`src/rtl/cxe_pkg.sv`:
```
package cxe_pkg;
  localparam int unsigned REG_AW = 12;

  localparam logic [REG_AW-1:0] A_CTRL  = 12'h000;
  localparam logic [REG_AW-1:0] A_STAT  = 12'h004;
  localparam logic [REG_AW-1:0] A_IFLAG = 12'h008;
  localparam logic [REG_AW-1:0] A_IEN   = 12'h00C;
  localparam logic [REG_AW-1:0] A_FIFO  = 12'h010;
  localparam logic [REG_AW-1:0] A_KEY   = 12'h400;
  localparam logic [REG_AW-1:0] A_LIMIT = 12'hC00;

  localparam int unsigned CB_EN     = 0;
  localparam int unsigned CB_START  = 1;
  localparam int unsigned CB_IFLUSH = 2;
  localparam int unsigned CB_OFLUSH = 3;
  localparam int unsigned CB_KSZ    = 6;
  localparam int unsigned CB_TYPE   = 8;

  typedef enum logic [1:0] {
    KL_128 = 2'd0,
    KL_192 = 2'd1,
    KL_256 = 2'd2
  } klen_e;

  typedef struct packed {
    logic key;
    logic fifo;
    logic ien;
    logic iflag;
    logic stat;
    logic ctrl;
  } sel_t;
endpackage

```
`src/rtl/cxe_decode.sv`:
```
module cxe_decode import cxe_pkg::*; #(
  parameter int unsigned KEY_WORDS = 8,
  parameter int unsigned KIW       = $clog2(KEY_WORDS)
) (
  input  logic              valid,
  input  logic              write,
  input  logic [REG_AW-1:0] addr,
  output sel_t              wsel,
  output sel_t              rsel,
  output logic [KIW-1:0]    kidx
);
  localparam logic [REG_AW-1:0] KEY_TOP = A_KEY + REG_AW'(4 * KEY_WORDS);

  logic ok;
  sel_t hit;

  always_comb begin
    ok        = valid && (addr[1:0] == 2'b00) && (addr < A_LIMIT);
    hit       = '0;
    hit.ctrl  = (addr == A_CTRL);
    hit.stat  = (addr == A_STAT);
    hit.iflag = (addr == A_IFLAG);
    hit.ien   = (addr == A_IEN);
    hit.fifo  = (addr == A_FIFO);
    hit.key   = (addr >= A_KEY) && (addr < KEY_TOP);
    wsel      = (ok && write)  ? hit : '0;
    rsel      = (ok && !write) ? hit : '0;
  end

  // key window base is word aligned, so the word index is the low address bits
  assign kidx = addr[2 +: KIW];
endmodule

```
`src/rtl/cxe_keystore.sv`:
```
module cxe_keystore import cxe_pkg::*; #(
  parameter int unsigned DW        = 32,
  parameter int unsigned KEY_WORDS = 8,
  parameter int unsigned KIW       = $clog2(KEY_WORDS)
) (
  input  logic                    clk,
  input  logic                    rst_n,
  input  logic                    we,
  input  logic [KIW-1:0]          idx,
  input  logic [DW-1:0]           wdata,
  input  logic [1:0]              ksz,
  output logic [KEY_WORDS*DW-1:0] key_out,
  output klen_e                   klen
);
  localparam int unsigned W128 = 128 / DW;
  localparam int unsigned W192 = 192 / DW;

  logic [DW-1:0] kq [KEY_WORDS];
  logic [KIW:0]  used;

  always_comb begin
    case (ksz)
      2'd0:    begin used = (KIW+1)'(W128);      klen = KL_128; end
      2'd1:    begin used = (KIW+1)'(W192);      klen = KL_192; end
      default: begin used = (KIW+1)'(KEY_WORDS); klen = KL_256; end
    endcase
  end

  for (genvar g = 0; g < KEY_WORDS; g++) begin : g_word
    logic wen;
    assign wen = we && (idx == KIW'(g));

    always_ff @(posedge clk or negedge rst_n) begin
      if (!rst_n)   kq[g] <= '0;
      else if (wen) kq[g] <= wdata;
    end

    assign key_out[g*DW +: DW] = ((KIW+1)'(g) < used) ? kq[g] : '0;
  end
endmodule

```
`src/rtl/cxe_launch.sv`:
```
module cxe_launch import cxe_pkg::*; #(
  parameter int unsigned KEY_BITS = 256,
  parameter int unsigned BLK_BITS = 128
) (
  input  logic                clk,
  input  logic                rst_n,
  input  logic                req,
  input  logic [1:0]          mode,
  input  logic [KEY_BITS-1:0] cur_key,
  input  klen_e               cur_klen,
  input  logic [BLK_BITS-1:0] blk,
  input  logic                core_done,
  output logic                core_start,
  output logic                core_decrypt,
  output logic [1:0]          core_klen,
  output logic [KEY_BITS-1:0] core_key,
  output logic [BLK_BITS-1:0] core_block,
  output logic                done_acc
);
  logic                busy_q, busy_d;
  logic                start_q, start_d;
  logic                dec_q, dec_d;
  klen_e               klen_q, klen_d;
  logic [KEY_BITS-1:0] key_q, key_d;
  logic [BLK_BITS-1:0] blk_q, blk_d;
  logic [KEY_BITS-1:0] skey_q, skey_d;
  klen_e               sklen_q, sklen_d;
  logic                go, use_saved;

  always_comb begin
    go        = req && !busy_q;
    use_saved = mode[1];
    done_acc  = core_done && busy_q;
    start_d   = go;
    busy_d    = busy_q;
    dec_d     = dec_q;
    klen_d    = klen_q;
    key_d     = key_q;
    blk_d     = blk_q;
    skey_d    = skey_q;
    sklen_d   = sklen_q;
    if (done_acc) busy_d = 1'b0;
    if (go) begin
      busy_d = 1'b1;
      dec_d  = (mode != 2'd0);
      blk_d  = blk;
      if (use_saved) begin
        key_d  = skey_q;
        klen_d = sklen_q;
      end else begin
        key_d   = cur_key;
        klen_d  = cur_klen;
        skey_d  = cur_key;
        sklen_d = cur_klen;
      end
    end
  end

  always_ff @(posedge clk or negedge rst_n) begin
    if (!rst_n) begin
      busy_q  <= 1'b0;
      start_q <= 1'b0;
      dec_q   <= 1'b0;
      klen_q  <= KL_128;
      key_q   <= '0;
      blk_q   <= '0;
      skey_q  <= '0;
      sklen_q <= KL_128;
    end else begin
      busy_q  <= busy_d;
      start_q <= start_d;
      dec_q   <= dec_d;
      klen_q  <= klen_d;
      key_q   <= key_d;
      blk_q   <= blk_d;
      skey_q  <= skey_d;
      sklen_q <= sklen_d;
    end
  end

  assign core_start   = start_q;
  assign core_decrypt = dec_q;
  assign core_klen    = klen_q;
  assign core_key     = key_q;
  assign core_block   = blk_q;

  // environment: the core only answers an outstanding launch
  assert_done_when_busy_R10: assert property (@(posedge clk) disable iff (!rst_n)
    core_done |-> busy_q);

  assert_start_single_R3: assert property (@(posedge clk) disable iff (!rst_n)
    core_start |=> !core_start);
endmodule

```
`src/rtl/cxe_regfront.sv`:
```
module cxe_regfront import cxe_pkg::*; #(
  parameter int unsigned DW        = 32,
  parameter int unsigned BLK_WORDS = 4,
  parameter int unsigned KEY_WORDS = 8
) (
  input  logic                    clk,
  input  logic                    rst_n,
  input  logic                    bus_valid,
  input  logic                    bus_write,
  input  logic [11:0]             bus_addr,
  input  logic [DW-1:0]           bus_wdata,
  output logic [DW-1:0]           bus_rdata,
  output logic                    irq,
  output logic                    core_start,
  output logic                    core_decrypt,
  output logic [1:0]              core_klen,
  output logic [KEY_WORDS*DW-1:0] core_key,
  output logic [BLK_WORDS*DW-1:0] core_block,
  input  logic                    core_done,
  input  logic [BLK_WORDS*DW-1:0] core_result
);
  localparam int unsigned BLK_BITS = DW * BLK_WORDS;
  localparam int unsigned KEY_BITS = DW * KEY_WORDS;
  localparam int unsigned ICW      = $clog2(BLK_WORDS);
  localparam int unsigned RCW      = $clog2(BLK_WORDS + 1);
  localparam int unsigned KIW      = $clog2(KEY_WORDS);

  // reset: asserted asynchronously, released on the clock
  logic [1:0] rs_q;
  logic       rstn_s;
  always_ff @(posedge clk or negedge rst_n) begin
    if (!rst_n) rs_q <= '0;
    else        rs_q <= {rs_q[0], 1'b1};
  end
  assign rstn_s = rs_q[1];

  sel_t           wsel, rsel;
  logic [KIW-1:0] kidx;

  cxe_decode #(.KEY_WORDS(KEY_WORDS), .KIW(KIW)) u_decode (
    .valid (bus_valid),
    .write (bus_write),
    .addr  (bus_addr),
    .wsel  (wsel),
    .rsel  (rsel),
    .kidx  (kidx)
  );

  logic                en_q, en_d;
  logic [1:0]          ksz_q, ksz_d;
  logic [1:0]          typ_q, typ_d;
  logic                ien_q, ien_d;
  logic                done_q, done_d;
  logic [ICW-1:0]      icnt_q, icnt_d;
  logic [RCW-1:0]      rcnt_q, rcnt_d;
  logic [BLK_BITS-1:0] din_q, din_d;
  logic [BLK_BITS-1:0] res_q, res_d;
  logic [DW-1:0]       rdata_q, rdata_d;

  logic [1:0]          eff_ksz, eff_typ;
  logic                launch_req;
  logic [KEY_BITS-1:0] cur_key;
  klen_e               cur_klen;
  logic                done_acc;
  logic [DW-1:0]       ctrl_rd, stat_rd, fifo_word;
  logic                wr_ro;

  cxe_keystore #(.DW(DW), .KEY_WORDS(KEY_WORDS), .KIW(KIW)) u_keys (
    .clk     (clk),
    .rst_n   (rstn_s),
    .we      (wsel.key),
    .idx     (kidx),
    .wdata   (bus_wdata),
    .ksz     (eff_ksz),
    .key_out (cur_key),
    .klen    (cur_klen)
  );

  cxe_launch #(.KEY_BITS(KEY_BITS), .BLK_BITS(BLK_BITS)) u_launch (
    .clk          (clk),
    .rst_n        (rstn_s),
    .req          (launch_req),
    .mode         (eff_typ),
    .cur_key      (cur_key),
    .cur_klen     (cur_klen),
    .blk          (din_d),
    .core_done    (core_done),
    .core_start   (core_start),
    .core_decrypt (core_decrypt),
    .core_klen    (core_klen),
    .core_key     (core_key),
    .core_block   (core_block),
    .done_acc     (done_acc)
  );

  // register read views
  always_comb begin
    ctrl_rd              = '0;
    ctrl_rd[CB_EN]       = en_q;
    ctrl_rd[CB_KSZ +: 2] = ksz_q;
    ctrl_rd[CB_TYPE +: 2] = typ_q;
    stat_rd              = '0;
    stat_rd[0]           = (icnt_q == '0);
    stat_rd[1]           = 1'b0;
    stat_rd[2]           = (rcnt_q == '0);
    stat_rd[3]           = (rcnt_q == RCW'(BLK_WORDS));
    fifo_word            = '0;
    for (int k = 0; k < BLK_WORDS; k++) begin
      if (rcnt_q == RCW'(BLK_WORDS - k)) fifo_word = res_q[k*DW +: DW];
    end
  end

  assign wr_ro = wsel.stat | wsel.iflag;

  // next state
  always_comb begin
    en_d       = en_q;
    ksz_d      = ksz_q;
    typ_d      = typ_q;
    ien_d      = ien_q;
    done_d     = done_q;
    icnt_d     = icnt_q;
    rcnt_d     = rcnt_q;
    din_d      = din_q;
    res_d      = res_q;
    rdata_d    = rdata_q;
    eff_ksz    = ksz_q;
    eff_typ    = typ_q;
    launch_req = 1'b0;

    if (wsel.ctrl) begin
      en_d    = en_q | bus_wdata[CB_EN];
      ksz_d   = bus_wdata[CB_KSZ +: 2];
      typ_d   = bus_wdata[CB_TYPE +: 2];
      eff_ksz = ksz_d;
      eff_typ = typ_d;
      if (bus_wdata[CB_IFLUSH]) icnt_d = '0;
      if (bus_wdata[CB_OFLUSH]) rcnt_d = '0;
      if (bus_wdata[CB_START])  launch_req = 1'b1;
    end

    if (wsel.ien) ien_d = bus_wdata[0];

    if (wsel.fifo) begin
      for (int k = 0; k < BLK_WORDS; k++) begin
        if (icnt_q == ICW'(k)) din_d[k*DW +: DW] = bus_wdata;
      end
      if (icnt_q == ICW'(BLK_WORDS - 1)) begin
        icnt_d     = '0;
        launch_req = 1'b1;
      end else begin
        icnt_d = icnt_q + 1'b1;
      end
    end

    if (rsel.fifo && (rcnt_q != '0)) begin
      rcnt_d = rcnt_q - 1'b1;
      done_d = 1'b0;
    end

    if (bus_valid && !bus_write) begin
      rdata_d = '0;
      if (rsel.ctrl)  rdata_d = ctrl_rd;
      if (rsel.stat)  rdata_d = stat_rd;
      if (rsel.iflag) rdata_d = {{(DW-1){1'b0}}, done_q};
      if (rsel.ien)   rdata_d = {{(DW-1){1'b0}}, ien_q};
      if (rsel.fifo)  rdata_d = fifo_word;
      if (rsel.key)   rdata_d = '0;
    end

    if (done_acc) begin
      rcnt_d = RCW'(BLK_WORDS);
      res_d  = core_result;
      done_d = 1'b1;
    end
  end

  always_ff @(posedge clk or negedge rstn_s) begin
    if (!rstn_s) begin
      en_q    <= 1'b0;
      ksz_q   <= '0;
      typ_q   <= '0;
      ien_q   <= 1'b0;
      done_q  <= 1'b0;
      icnt_q  <= '0;
      rcnt_q  <= '0;
      din_q   <= '0;
      res_q   <= '0;
      rdata_q <= '0;
    end else begin
      en_q    <= en_d;
      ksz_q   <= ksz_d;
      typ_q   <= typ_d;
      ien_q   <= ien_d;
      done_q  <= done_d;
      icnt_q  <= icnt_d;
      rcnt_q  <= rcnt_d;
      din_q   <= din_d;
      res_q   <= res_d;
      rdata_q <= rdata_d;
    end
  end

  assign bus_rdata = rdata_q;
  assign irq       = done_q & ien_q;

  assert_done_fills_R6: assert property (@(posedge clk) disable iff (!rstn_s)
    done_acc |=> (rcnt_q == RCW'(BLK_WORDS)) && done_q);

  assert_empty_read_R7: assert property (@(posedge clk) disable iff (!rstn_s)
    (rsel.fifo && (rcnt_q == '0) && !done_acc) |=> (rcnt_q == '0));

  assert_enable_sticky_R9: assert property (@(posedge clk) disable iff (!rstn_s)
    en_q |=> en_q);

  assert_ro_write_R13: assert property (@(posedge clk) disable iff (!rstn_s)
    (wr_ro && !done_acc) |=> $stable(done_q));
endmodule

```
`config.mk`:
```
export PLATFORM = sky130hd
export DESIGN_NAME = cxe_regfront
export DESIGN_NICKNAME = d
export VERILOG_FILES = /design/src/rtl/cxe_pkg.sv /design/src/rtl/cxe_decode.sv /design/src/rtl/cxe_keystore.sv /design/src/rtl/cxe_launch.sv /design/src/rtl/cxe_regfront.sv
export SDC_FILE = /design/constraint.sdc
export NUM_CORES = 1
export LEC_CHECK = 0
export CORE_ASPECT_RATIO = 1.1
export CORE_MARGIN = 2
export CORE_UTILIZATION = 58
export CTS_CLUSTER_SIZE = 10
export DETAILED_ROUTE_END_ITERATION = 10
export GPL_ROUTABILITY_DRIVEN = 0
export PLACE_DENSITY = 0.89
export SYNTH_ARGS = -nofsm -noshare
export SYNTH_HDL_FRONTEND = slang
export SYNTH_SLANG_ARGS = --single-unit
export TNS_END_PERCENT = 50
```
`constraint.sdc`:
```
create_clock -name clk -period 83.8 [get_ports clk]
set_clock_uncertainty 0.2 [all_clocks]
set_input_delay 12.57 -clock clk [delete_from_list [all_inputs] [get_ports clk]]
set_output_delay 12.57 -clock clk [all_outputs]
set_load 0.02 [all_outputs]
```
### Word-level counts from Yosys, hierarchy flattened

Cells that the tools add are included.
W data, S select, Z words.

* output and inout bits: 421
* bits of input ports: 177
* latch bits: 0
* word-level logic and storage cells: 143
* memories: 0
* memory bits (read-only): 0
* RAM bits: 0
* register bits after elaboration: 947

* equality and inequality tests: 19
* divide/modulo/power cells: 0
* bitwise logic cells: 3
* multiplexer cells: 47
* add/sub/neg operators: 2
* multipliers: 0
* reductions and logical operators: 36
* order comparisons: 11
* shift-type cells: 0

Operator list (number)
* $mux W32: 21
* $mux W256: 1
* $mux W128: 1
* $eq A12 B4 Y1 const B: 2
* $logic_and A1 B1 Y1: 17
* $lt A3 B4 Y1 const A: 4
* $eq A3 B3 Y1 const B: 5
* $mux W2: 7
* $eq A12 B3 Y1 const B: 1
* $eq A12 B5 Y1 const B: 1
* $eq A3 B2 Y1 const B: 4
* $ge A12 B11 Y1 const B: 1
* $logic_not A12 Y1: 1
* $lt A12 B11 Y1 const B: 1
* $lt A12 B12 Y1 const B: 1
* $mux W3: 4
* $mux W6: 2
* $mux W10: 1
* $reduce_bool A2 Y1: 5
* $reduce_bool A3 Y1: 3
* $lt A1 B4 Y1 const A: 2
* $lt A2 B4 Y1 const A: 2
* $mux W1: 8
* $pmux W4 S2: 1
* other kinds (13): 22

### Logic depth before layout (Yosys ltp)

* depth after elaboration: 11
* depth in mapped cells: 8
* depth with buffers taken out: 6

### By module

Synthesis repeated with hierarchy kept, for this count alone.

* cell total of the unflattened synthesis: 2525
* area, all modules: 38521.9 um^2

Modules (own cells, without submodules)
* cxe_launch: times used 1, seq. area each 9734.3 um^2, area an instance 14486.4 um^2, cells an instance 826
* cxe_regfront: times used 1, seq. area each 7557.2 um^2, area an instance 12399.4 um^2, cells an instance 846
* cxe_keystore: times used 1, seq. area each 6406.1 um^2, area an instance 11432.2 um^2, cells an instance 823
* cxe_decode: times used 1, seq. area each 0.0 um^2, area an instance 203.9 um^2, cells an instance 30

### Least setup slack after synthesis

Ideal clock, no wire load.

* kind: input-to-reg
* start: input port bus_addr[5]
* end: register u_launch.blk_q[107], in the netlist u_launch.core_block[107]
* library setup time: 0.125 ns
* slack: 69.067 ns
* stages on the path: 7
* path buffers: 3
* data required time: 83.475 ns
* arrival time: 14.408 ns
* path through: nor4_1 -> buf_2 -> and4_1 -> buf_2 -> buf_2 -> mux2_2 -> mux2_2

* elaborated cells on any way between the ends: 11
* classes of those cells: order compare: 1; eq/ne: 1; mux: 5; reduce/logical: 4

RTL lines
* start, declared: RTL line cxe_regfront.sv:10 `input logic [11:0] bus_addr,`
* $lt A12 B12 Y1: RTL line cxe_decode.sv:18 `ok = valid && (addr[1:0] == 2'b00) && (addr < A_LIMIT);`
* $logic_and A1 B1 Y1: RTL line cxe_decode.sv:18
* $logic_and A1 B1 Y1: RTL line cxe_decode.sv:26 `wsel = (ok && write) ? hit : '0;`
* $mux W6 *: RTL line cxe_decode.sv:26
* $mux W128 *: RTL line cxe_regfront.sv:144 `if (wsel.fifo) begin`
* via din_d[107]: RTL line cxe_regfront.sv:56 `logic [BLK_BITS-1:0] din_q, din_d;`
* end signal, assigned: RTL line cxe_launch.sv:75 `blk_q <= blk_d;`
* end, declared: RTL line cxe_launch.sv:25 `logic [BLK_BITS-1:0] blk_q, blk_d;`

Mark *: on every way through the listed nets, which the timed path passes. The rest lies on a longest branch.
A chain may end at the register's enable or synchronous reset.

### Worst setup path in the final report

* start: input port bus_addr[2]
* end: register u_launch.key_q[96], in the netlist u_launch.core_key[96]

* cells in the longest elaborated chain, start to end: 10
* elaborated cells on any way between the ends: 20
* classes of those cells: order compare: 2; eq/ne: 2; mux: 9; bitwise: 1; reduce/logical: 6

Ends and longest elaborated chain
* $lt A12 B12 Y1: RTL line cxe_decode.sv:18
* $logic_and A1 B1 Y1: RTL line cxe_decode.sv:18
* $logic_and A1 B1 Y1: RTL line cxe_decode.sv:26
* $mux W6 *: RTL line cxe_decode.sv:26
* $mux W2: RTL line cxe_regfront.sv:131 `if (wsel.ctrl) begin`
* $eq A2 B1 Y1 / $logic_not A2 Y1 (equally long branches): RTL line cxe_keystore.sv:22 `case (ksz)`
* $pmux W4 S2: RTL line cxe_keystore.sv:22
* $lt A2 B4 Y1: RTL line cxe_keystore.sv:38 `assign key_out[g*DW +: DW] = ((KIW+1)'(g) < used) ? kq[g] : '0;`
* $mux W32: RTL line cxe_keystore.sv:38
* $mux W256
* end signal, assigned: RTL line cxe_launch.sv:74 `key_q <= key_d;`
* end, declared: RTL line cxe_launch.sv:24 `logic [KEY_BITS-1:0] key_q, key_d;`

Every way passes the cells marked *; elsewhere a longest branch is shown, timed or not. The select of a mux whose other input is x is not followed.

==> metrics.md <==
| Metric | Value |
|---|---|
| Synth Area in Compound Gates | `0.0641` |
| Residual DRC count | `0` |
| Worst Path Max Fanout | `76` |
| Max cap viols | `0` |
| Worst-margin pin slew | `1.35 ns` |
| Post-synthesis sequential area ratio | `0.637` |
| Crit path largest cell delay | `0.78 ns` |
| Most used DFF post-synth | `dfrtp_1` |
| Root Buffer | `clkbuf_16` |
| Setup TNS Final | `0 ns` |
| Worst Hold Launch | `rs_q[0]` |
| Simple-gate area share of the yosys netlist | `0.0363` |
| Top cell type's share of synthesized area | `0.637` |
| Top-count cell post-synth | `dfrtp_1` |
| Crit path DAT | `16.47 ns` |
| Largest net degree at the start of global routing | `130` |
| Worst-Skew Late Latency | `0.65 ns` |
| Largest family of logic cells by synthesized area | `multiplexers` |
| First-pass GRT wire length | `167,000 um` |
| Layout cells sized above 1 | `0.263` |
| PortBufs | `597` |
| Biggest area consumer among synthesized cells | `dfrtp_1` |
| Die Ht | `270 um` |
| Total GRT Usage | `0.333` |
| R2r endpoint | `u_keys.kq[159]` |
| Via-per-instance ratio | `6.24` |
| CP required | `84.11 ns` |
| Iter 0 DRT Violations | `2,116` |
| Worst setup SP type | `input pin` |
| Hold Buf Count CTS | `0` |
| Synth-to-Final Area Change | `25.1%` |
| Post-synthesis mux area share | `0.233` |
| Core Area | `63,600 sq um` |
| Critical-path top delay cell | `o32ai_4` |
| Pre-antenna DRT Iters | `5` |
| Worst min path class | `flop to flop` |
| Synth Area in XOR/XNOR | `0` |
| Hold path cells | `0` |
| Seq cells post-synth | `947` |
| Synth top cells by count | `dfrtp_1, mux2_2, o21ai_0` |
| Hold Fails Final Rpt | `0` |
| Worst path cell trace | `clkdlybuf4s50_1, or2_2, o32ai_4, nand2_4, buf_4, mux2_1` |
| Final #Nets | `3,342` |
| Synth Warn # | `0` |
| Post-CTS Setup Bufs | `0` |
| Detailed-placement wirelength estimate | `68,400 um` |
| Relative slew slack | `0.0992` |
| Post-DR wirelength/cell | `27.3 um` |
| Clock slew at reported path FFs | `0.06 ns` |
| CTS tree | `built` |
| Via count | `25,100` |
| Setup slack, reg-to-reg | `78.99 ns` |
| Worst r2r src | `rs_q[1]` |
| ANT nets after route | `0` |
| Antenna violations before repair | `13` |
| Max H-tree Level | `3` |
| EDFF count, synth | `0` |
| Top cells by area, synth | `dfrtp_1, mux2_2, o21ai_0` |
| Die footprint | `66,100 sq um` |
| Net count after synthesis | `2,817` |
| PwrDens | `19.1 nW/um^2` |
| Max IR drop VDD | `16.5 uV` |
| Cells after Synth | `2,631` |
| # IOs | `598` |
| Setup violators final | `0` |
| Clock Tree Buf Depth | `3` |
| Starting Density | `0.585` |
| Place WS | `67.00 ns` |
| Die Width | `245 um` |
| Synth Area in Adders | `0.00303` |
| Status | `finished clean` |
| Synthesized area | `37,200 sq um` |
| Post-Route WL | `110,000 um` |
| Hold-critical path endpoint | `rs_q[1]` |
| Fin worst setup slack | `67.64 ns` |
| Syn_area_per_cell | `14.1 sq um` |
| Fillers | `3,781` |
| R2R depth | `4` |
| Row cnt | `97` |
| CP Class | `input pin to flop` |
| Clock sinks | `947` |
| Fmax achieved | `61.9 MHz` |
| FFs w/ async S/R, synth | `1.00` |
| CTS resizes | `0` |
| Crit. End Element | `flop` |
| Number of global-route vias before repair | `27,100` |
| Tcrit/Tclk final | `0.193` |
| Final count of pins violating max slew | `0` |
| Minimum clock period | `16.16 ns` |
| Cell variety after synth | `52` |
| Total CTS buffers | `105` |
| Total grt overflow | `0` |
| Leakage | `22.3 nW` |
| RSZ-0062 raised after global routing | `no` |
==> kinds of logic (layout without fill, tap and decap cells) <==
| group | Yosys count | in the layout |
|---|---|---|
| AND/OR/NAND/NOR | 249 | 249 |
| multiplexers | 771 | 771 |
| other | 1 | 13 |
| adder cells (fa/ha/maj) | 9 | 9 |
| buffers and inverters | 232 | 769 |
| AO/OA/AOI/OAI | 422 | 422 |
| flip-flops | 947 | 947 |
==> area by class of cell <==
cell class              count  area, sq um  share of cell area
diodes                     12         30.0            0.000646
clock buffers             113         2700              0.0580
clock inverters             6         83.8             0.00180
inverters                  14         52.6             0.00113
multi-input cells        1452        12600               0.271
flip-flops and latches    947        23700               0.510
well taps                 841         1050              0.0226
repair buffers            636         6270               0.135
==> power breakdown <==
part	switching (mW)	total [mW]	internal (mW)
Clock	0.171	0.396	0.225
Combinational	0.0195	0.0305	0.0110
Sequential	0.00159	0.461	0.459
Total	0.192	0.887	0.695
==> flip-flops by register name, summed over array words and instances (netlist names), 3 cells and up <==
register / flops
rcnt_q: 3
u_launch.core_block: 128
bus_rdata: 32
din_q: 128
u_launch.core_key: 256
res_q: 128
u_keys.kq: 256
==> worst max path at each step <==
stage / from / endpoint / slack (ns) / depth (start not counted)
6_report: bus_addr[2] / u_launch.core_key[96] / 67.64 / 6
5_1_grt: bus_addr[2] / u_launch.core_key[40] / 67.47 / 6
4_1_cts: bus_addr[2] / u_launch.core_key[76] / 67.69 / 6
3_5_place_dp: bus_addr[2] / u_launch.core_key[76] / 67.00 / 6
3_3_place_gp: bus_addr[2] / u_launch.core_key[49] / 67.15 / 6
2_1_floorplan: rs_q[1] / bus_rdata[0] / 55.25 / 0
==> per-layer routing <==
metal,GRT usage,vias to the layer above,part of all wire
li1,-,10400,-
met1,0.417,13100,0.37
met2,0.533,1306,0.48
met4,0.192,2,0.060
met5,0,-,0.00010
met3,0.0807,298,0.086
==> stage by stage <==
stage | hold slack, ns | cells | utilization | cell area (sq um) | total power [mW]
6_report | 0.164 | 4021 | 0.731 | 46500 | 0.887
3_5_place_dp | 0.151 | 3890 | 0.687 | 43700 | 0.499
5_1_grt | 0.164 | 4017 | 0.731 | 46500 | 0.913
2_1_floorplan | 0.131 | 2631 | - | 37200 | 0.482
3_3_place_gp | 0.138 | 3890 | 0.687 | 43700 | 0.497
4_1_cts | 0.164 | 4009 | 0.731 | 46500 | 0.891
==> worst max-delay path: cells and delay by family <==
kind	cells	cell delay (ns)
and+or+nand+nor	2	1.13
buffers and inverters	2	1.35
muxes	1	0.49
AOI/OAI and AO/OA	1	0.78
==> cells in the final DEF (no fill, tap or decap), drive strengths merged, types with 6 or more instances in the layout <==
cell type / n
buf: 39
o21ai: 330
a221oi: 26
diode: 12
clkbuf: 113
mux2: 768
a22oi: 6
dfrtp: 947
nor2: 6
ha: 9
a21oi: 16
a32oi: 6
nand2: 50
clkdlybuf4s50: 597
inv: 18
nand3: 131
a2bb2oi: 25
nand4: 9
and2: 7
nand2b: 8
Note: power is estimated with default switching activity, not from simulation.
